## src/rtl/tlb_pkg.sv

```systemverilog
package tlb_pkg;

    localparam int VPN_W       = 20;
    localparam int PPN_W       = 20;
    localparam int RIGHTS_W    = 3;
    localparam int ENTRIES_DEF = 16;

    localparam int RB_READ  = 0;
    localparam int RB_WRITE = 1;
    localparam int RB_EXEC  = 2;

    typedef logic [VPN_W-1:0]    vpn_t;
    typedef logic [PPN_W-1:0]    ppn_t;
    typedef logic [RIGHTS_W-1:0] rights_t;

    typedef enum logic [1:0] {
        ACC_LOAD  = 2'd0,
        ACC_STORE = 2'd1,
        ACC_FETCH = 2'd2
    } acc_e;

    typedef struct packed {
        logic    valid;
        logic    dirty;
        logic    refd;
        rights_t rights;
        vpn_t    vpn;
        ppn_t    ppn;
    } tlb_entry_t;

    function automatic logic rights_allow(input rights_t r, input logic [1:0] acc);
        case (acc)
            ACC_LOAD:  return r[RB_READ];
            ACC_STORE: return r[RB_WRITE];
            ACC_FETCH: return r[RB_EXEC];
            default:   return 1'b0;
        endcase
    endfunction

endpackage

```

## src/rtl/tlb_match.sv

```systemverilog
module tlb_match
    import tlb_pkg::*;
#(
    parameter int N = ENTRIES_DEF
) (
    input  logic       clk,
    input  logic       rst,
    input  tlb_entry_t ents [N],
    input  vpn_t       key,
    output logic [N-1:0] hits
);

    for (genvar g = 0; g < N; g++) begin : g_cmp
        assign hits[g] = ents[g].valid && (ents[g].vpn == key);
    end

    // in-place overwrite keeps every page present at most once
    p_single_match_r10: assert property (@(posedge clk) disable iff (rst)
        $onehot0(hits));

endmodule

```

## src/rtl/tlb_victim.sv

```systemverilog
module tlb_victim #(
    parameter int N = 16,
    localparam int IDX_W = $clog2(N)
) (
    input  logic             clk,
    input  logic             rst,
    input  logic [N-1:0]     valid_vec,
    input  logic [N-1:0]     ref_vec,
    input  logic             advance,
    output logic [IDX_W-1:0] next_slot,
    output logic [N-1:0]     clear_mask
);

    logic [IDX_W-1:0] hand;
    logic [IDX_W-1:0] free_idx;
    logic [IDX_W-1:0] scan_idx;
    logic [N-1:0]     passed;
    logic             any_free;

    assign any_free = ~&valid_vec;

    always_comb begin
        free_idx = '0;
        for (int i = N - 1; i >= 0; i--) begin
            if (!valid_vec[i]) free_idx = IDX_W'(i);
        end
    end

    always_comb begin
        logic             found;
        logic [IDX_W-1:0] pos;
        found    = 1'b0;
        passed   = '0;
        scan_idx = hand;
        for (int k = 0; k < N; k++) begin
            pos = IDX_W'((int'(hand) + k) % N);
            if (!found) begin
                if (!ref_vec[pos]) begin
                    found    = 1'b1;
                    scan_idx = pos;
                end else begin
                    passed[pos] = 1'b1;
                end
            end
        end
        if (!found) begin
            scan_idx = hand;
            passed   = '1;
        end
    end

    assign next_slot  = any_free ? free_idx : scan_idx;
    assign clear_mask = any_free ? '0 : passed;

    always_ff @(posedge clk) begin
        if (rst) begin
            hand <= '0;
        end else if (advance && !any_free) begin
            hand <= IDX_W'((int'(scan_idx) + 1) % N);
        end
    end

    // an empty slot is chosen while one exists
    p_free_first_r7: assert property (@(posedge clk) disable iff (rst)
        (!(&valid_vec)) |-> !valid_vec[next_slot]);

    // a full table picks an unreferenced slot unless all are referenced
    p_clock_pick_r8: assert property (@(posedge clk) disable iff (rst)
        ((&valid_vec) && !(&ref_vec)) |-> !ref_vec[next_slot]);

endmodule

```

## src/rtl/soft_tlb.sv

```systemverilog
module soft_tlb
    import tlb_pkg::*;
#(
    parameter int NUM_ENTRIES = ENTRIES_DEF,
    localparam int IDX_W = $clog2(NUM_ENTRIES)
) (
    input  logic                clk,
    input  logic                rst,
    input  logic                lk_valid,
    input  logic [VPN_W-1:0]    lk_vpn,
    input  logic [1:0]          lk_acc,
    output logic                lk_hit,
    output logic [PPN_W-1:0]    lk_ppn,
    output logic                lk_dirty,
    output logic                miss_trap,
    output logic                prot_trap,
    input  logic                wr_en,
    input  logic [VPN_W-1:0]    wr_vpn,
    input  logic [PPN_W-1:0]    wr_ppn,
    input  logic [RIGHTS_W-1:0] wr_rights,
    input  logic                inv_all,
    output logic [IDX_W-1:0]    next_slot
);

    tlb_entry_t ents [NUM_ENTRIES];

    logic [NUM_ENTRIES-1:0] lk_mv, wr_mv, valid_vec, ref_vec, clr_mask;
    logic [IDX_W-1:0]       hit_idx, dup_idx, wr_slot;
    logic                   any_match, allowed, st_ok, dup, advance;

    for (genvar g = 0; g < NUM_ENTRIES; g++) begin : g_flags
        assign valid_vec[g] = ents[g].valid;
        assign ref_vec[g]   = ents[g].refd;
    end

    tlb_match #(.N(NUM_ENTRIES)) u_lk_match (
        .clk(clk), .rst(rst), .ents(ents), .key(lk_vpn), .hits(lk_mv)
    );

    tlb_match #(.N(NUM_ENTRIES)) u_wr_match (
        .clk(clk), .rst(rst), .ents(ents), .key(wr_vpn), .hits(wr_mv)
    );

    tlb_victim #(.N(NUM_ENTRIES)) u_victim (
        .clk(clk), .rst(rst), .valid_vec(valid_vec), .ref_vec(ref_vec),
        .advance(advance), .next_slot(next_slot), .clear_mask(clr_mask)
    );

    always_comb begin
        hit_idx = '0;
        dup_idx = '0;
        for (int i = 0; i < NUM_ENTRIES; i++) begin
            if (lk_mv[i]) hit_idx = IDX_W'(i);
            if (wr_mv[i]) dup_idx = IDX_W'(i);
        end
    end

    assign any_match = |lk_mv;
    assign lk_hit    = lk_valid && any_match;
    assign lk_ppn    = lk_hit ? ents[hit_idx].ppn : '0;
    assign lk_dirty  = lk_hit && ents[hit_idx].dirty;
    assign allowed   = rights_allow(ents[hit_idx].rights, lk_acc);
    assign miss_trap = lk_valid && !any_match;
    assign prot_trap = lk_hit && !allowed;
    assign st_ok     = lk_hit && allowed && (lk_acc == ACC_STORE);

    assign dup     = |wr_mv;
    assign wr_slot = dup ? dup_idx : next_slot;
    assign advance = wr_en && !inv_all && !dup;

    always_ff @(posedge clk) begin
        if (rst) begin
            for (int i = 0; i < NUM_ENTRIES; i++) ents[i] <= '0;
        end else if (inv_all) begin
            for (int i = 0; i < NUM_ENTRIES; i++) ents[i].valid <= 1'b0;
        end else begin
            for (int i = 0; i < NUM_ENTRIES; i++) begin
                if (wr_en && wr_slot == IDX_W'(i)) begin
                    ents[i] <= '{valid: 1'b1, dirty: 1'b0, refd: 1'b1,
                                 rights: wr_rights, vpn: wr_vpn, ppn: wr_ppn};
                end else begin
                    if (advance && clr_mask[i])           ents[i].refd  <= 1'b0;
                    if (lk_hit && hit_idx == IDX_W'(i))   ents[i].refd  <= 1'b1;
                    if (st_ok && hit_idx == IDX_W'(i))    ents[i].dirty <= 1'b1;
                end
            end
        end
    end

    // the two traps never fire together and a miss is never a hit
    p_trap_excl_r4: assert property (@(posedge clk) disable iff (rst)
        !(miss_trap && prot_trap));
    p_miss_nohit_r3: assert property (@(posedge clk) disable iff (rst)
        miss_trap |-> !lk_hit);

    // a permitted store leaves its slot dirty
    p_dirty_set_r5: assert property (@(posedge clk) disable iff (rst)
        (st_ok && !inv_all && !wr_en) |=> ents[$past(hit_idx)].dirty);

    // an installed page is present in the slot written
    p_refill_seen_r6: assert property (@(posedge clk) disable iff (rst)
        (wr_en && !inv_all) |=> (ents[$past(wr_slot)].valid &&
                                 ents[$past(wr_slot)].vpn == $past(wr_vpn)));

    // the table is empty the cycle after a flush
    p_flush_empty_r11: assert property (@(posedge clk) disable iff (rst)
        inv_all |=> (valid_vec == '0));

endmodule

```

## config.mk

```make
export PLATFORM = sky130hd
export DESIGN_NAME = soft_tlb
export DESIGN_NICKNAME = d
export VERILOG_FILES = /design/src/rtl/tlb_pkg.sv /design/src/rtl/tlb_match.sv /design/src/rtl/tlb_victim.sv /design/src/rtl/soft_tlb.sv
export SDC_FILE = /design/constraint.sdc
export NUM_CORES = 2
export LEC_CHECK = 0
export BUFFER_PORTS_ARGS = -buffer_cell sky130_fd_sc_hd__buf_4
export CORE_ASPECT_RATIO = 0.75
export CORE_UTILIZATION = 50
export DETAILED_ROUTE_END_ITERATION = 8
export PLACE_DENSITY = 0.66
export SYNTH_ARGS = -nofsm -noshare
export SYNTH_HDL_FRONTEND = slang
export SYNTH_SLANG_ARGS = --single-unit
```

## constraint.sdc

```tcl
create_clock -name clk -period 10 [get_ports clk]
set_input_delay 0.5 -clock clk [delete_from_list [all_inputs] [get_ports clk]]
set_output_delay 0.5 -clock clk [all_outputs]
set_load 0.05 [all_outputs]
```

==> results.txt <==
- The die covers between 80,000 and 90,000 sq um.
- Number of clock buffers inserted by TritonCTS: 78
- The count of pins over their slew limit was 0.
* Last weighted congestion value of the routability-driven placer: around 1.0
- Critical setup path kind: reg -> reg
- Total DRC errors in the routed layout: 0
- Global routing consumed, over all layers together, 35.8% of the routing resources.
- Avg Vias per Cell: 6.51
* First-pass iteration count of the detailed router: 8
* Static leakage: 20.8 nW
* Post-detailed-route wirelength per cell: approximately 27 um
* RSZ-0062 raised after global routing: false
* Post-synthesis average cell area: 8.72 sq um
- Measured against its own limit, the worst slew margin works out to 6.55%.
- Async S/R FF share, synth: 0%
- Most frequent cells in the layout: nand2_1, mux2i_1, dfxtp_1
- Max_cap viols: 0
- Dominant synthesized flop cell: dfxtp_1
* Final critical-path share of the clock period: 76.7%
- Port buffering added 97 buffers.
- Final Hold Slack: 284 ps
* Effective utilization at floorplan: 50.7%
- Maximum achievable frequency: between 100 and 150 MHz
- Arr. time, crit path: around 8000 ps
- By area, the combinational part of the netlist is dominated by multiplexers.
* Sum of routed wire length over all layers: 163,000 um
- Power spread over the standard cell area amounts to 138 nW/um^2.
- The total area inside the core boundary comes to 86,200 sq um.
- First-pass GRT wire length: 241,000 um
- IR Drop Worst-Case VDD: approximately 0.11 mV
- Required time of the worst setup path: approximately 11,000 ps
- For this run, the register share of the synthesized area comes to between 30% and 40%.
* Actual transition at the worst max-transition pin: 1400 ps
- Setup violations remaining at the end of the flow were counted as 0.
* # clock sinks: 740
- The clock reaches the later pin of the worst-skew pair after roughly 660 ps.
* Vias in the first global route: around 37,000
* Grt ovf: 0
- Synthesis handed over a netlist of ~5,000 instances.
* Nets in the synthesized netlist: 5,094
- CTS root buf: clkbuf_16
* Antenna violations before repair: 7
- Buffers inserted to repair hold after CTS numbered 0.
- STA classifies the critical path startpoint as a flip-flop.
- Entering global routing, the biggest net connects roughly 170 pins.
- Row cnt: 93
* Antenna fix cells: 0
* Synthesized flop and latch total: 740
* Post-synthesis adder-cell area fraction: 0.401%
- The min-delay analysis places its worst path in the category in -> reg.
- Die H: 258 um
* Highest net fanout along the worst path: 46
- Via total after detailed routing: 39,402
- Number of gates resized after cts: 0
- The clock passes through at most 3 buffers.
- Relative to the synthesized area, the layout overhead comes to 8.62%.
- TritonCTS built the clock tree.
- Most common cell after layout, fill and taps aside: nand2_1
- Post-CTS Setup Repair Bufs: 0
- Of the post-synthesis cell area, the part taken by muxes is 19.6%.
* Top-level I/O count: 98
- The run finished with clean final reports.
- The synthesized netlist devotes about 11% of its cell area to compound gates.
- Depth of the CTS H-tree: 3
- After synthesis the cells add up to 43,700 sq um.
- Sum Neg Setup Slack: 0 ps
* Layout net count: 4,935
- Starting DRC count in detailed routing: 4,986
* Worst-path clk slew: about 60 ps
- Count of nets left with antenna violations after detail routing: 0
- After Yosys synthesis, and, or, nand and nor cells account for between 10% and 20% of the synthesized area.
- Die boundary width: roughly 340 um
* Endpoint class of the critical path: flip-flop
- After layout, the minimum clock period comes to 7670 ps.
- Counting distinct cell types in the post-synthesis netlist gives 92.
- In this run, synthesis inferred 0 flip-flops with an integrated enable.
- Counting the fill cells in the layout gives 7,780.
- Setup Skew: 49.7 ps
- XOR/XNOR Fraction of Synth Area: 13.2%
- After legalization and detailed placement, the total HPWL measured 103,000 um.
- Cells with a size suffix above 1 make up about 9% of the layout.
- Hold violation count in the final report: 0
* Synthesis warning total: 0
==> registers in the layout, indices dropped and copies added (netlist names) <==
name,flops
ents,736
u_victim.hand,4
==> path summary, 6_finish.rpt <==
check | end | slack (ps) | depth (start not counted) | start
min | u_victim.hand[1] | 280 | 2 | rst
max | ents[451] | 2330 | 15 | u_victim.hand[0]
max reg2reg | ents[451] | 2330 | 15 | u_victim.hand[0]
min reg2reg | ents[197] | 460 | 2 | ents[197]
==> routing by layer <==
metal  share of wire (%)  global-route usage [%]  up-vias
li1                    -                       -    17411
met1                  42                    50.2    19088
met2                  40                    51.0     2389
met3                  13                    10.8      506
met4                 4.2                    13.8        8
met5               0.024                       0        -
==> cell type report <==
| type | instances | area, sq um | share of cell area (%) |
|---|---|---|---|
| Clock buffer | 111 | 2280 | 4.80 |
| Clock inverter | 29 | 410 | 0.865 |
| Inverter | 44 | 173 | 0.364 |
| Multi-Input combinational cell | 3805 | 27000 | 56.8 |
| Sequential cell | 740 | 14800 | 31.2 |
| Tap cell | 1140 | 1430 | 3.01 |
| Timing Repair Buffer | 182 | 1390 | 2.93 |
==> synthesized netlist by cell type (13+ instances only) <==
library cell / instances / share of area, %
a21oi_1: 123 / 1.4
or2_2: 17 / 0.24
and3_1: 13 / 0.19
xor2_1: 123 / 2.5
inv_1: 41 / 0.35
mux4_2: 24 / 1.2
buf_2: 85 / 0.97
a21boi_0: 13 / 0.22
nor3b_1: 17 / 0.29
nor4_1: 81 / 1.2
o21ai_1: 28 / 0.32
a31oi_1: 28 / 0.40
o221ai_1: 27 / 0.54
a22oi_1: 26 / 0.45
clkbuf_1: 299 / 2.6
o221a_2: 22 / 0.57
and4_1: 14 / 0.28
a2111oi_0: 22 / 0.44
nor3_1: 35 / 0.40
mux2i_1: 768 / 18
a22o_1: 36 / 0.72
a32oi_1: 17 / 0.34
xnor2_1: 531 / 11
and2_1: 14 / 0.20
buf_6: 17 / 0.44
o211a_1: 14 / 0.32
nor2_1: 161 / 1.4
o21ai_0: 147 / 1.7
nand3_1: 101 / 1.2
o22ai_1: 17 / 0.24
nand2_1: 889 / 7.6
buf_1: 17 / 0.15
a211oi_1: 21 / 0.36
mux2_2: 13 / 0.34
ha_1: 14 / 0.40
dfxtp_1: 740 / 34
o211ai_1: 58 / 1.0
nand4_1: 213 / 3.1
==> worst max-delay path, stage by stage, from the launching register on <==
cell,delay [ps]
dfxtp_1,300
buf_4,250
inv_2,380
ha_1,220
buf_4,470
xor2_1,600
mux4_2,750
nand4b_4,510
nor4_4,810
nand3_1,420
o21bai_1,310
a211oi_1,120
o21a_1,270
a2111o_2,820
nand2b_2,900
o21ai_0,400
==> per-stage QoR <==
step	utilization (%)	cell area (sq um)	worst slack, ps	total power [mW]	cells
after floorplan	-	43700	3150	3.37	5010
after global placement	51.9	44800	2700	3.54	5911
after detailed placement	51.9	44800	2580	3.55	5911
after CTS	55.0	47500	2580	6.57	6051
after global routing	55.0	47500	2130	6.73	6051
final	55.0	47500	2330	6.57	6051
==> kinds of logic (layout without fill, tap and decap cells) <==
logic type                 count (synthesis)  after routing
xor gates and xnor gates                 657            657
buffers and inverters                    465            366
adders and majority gates                 14             14
DFF                                      740            740
muxes                                    818            818
and+or+nand+nor                         1628           1628
AOI/OAI and AO/OA                        688            688
==> power breakdown <==
part           leakage [nW]  switching [mW]  total, mW  internal [mW]
Combinational          13.5           0.377      0.534          0.157
Sequential             5.96          0.0134       2.97           2.96
Clock                  1.31            1.30       3.06           1.76
Note: power is estimated with default switching activity, not from simulation.
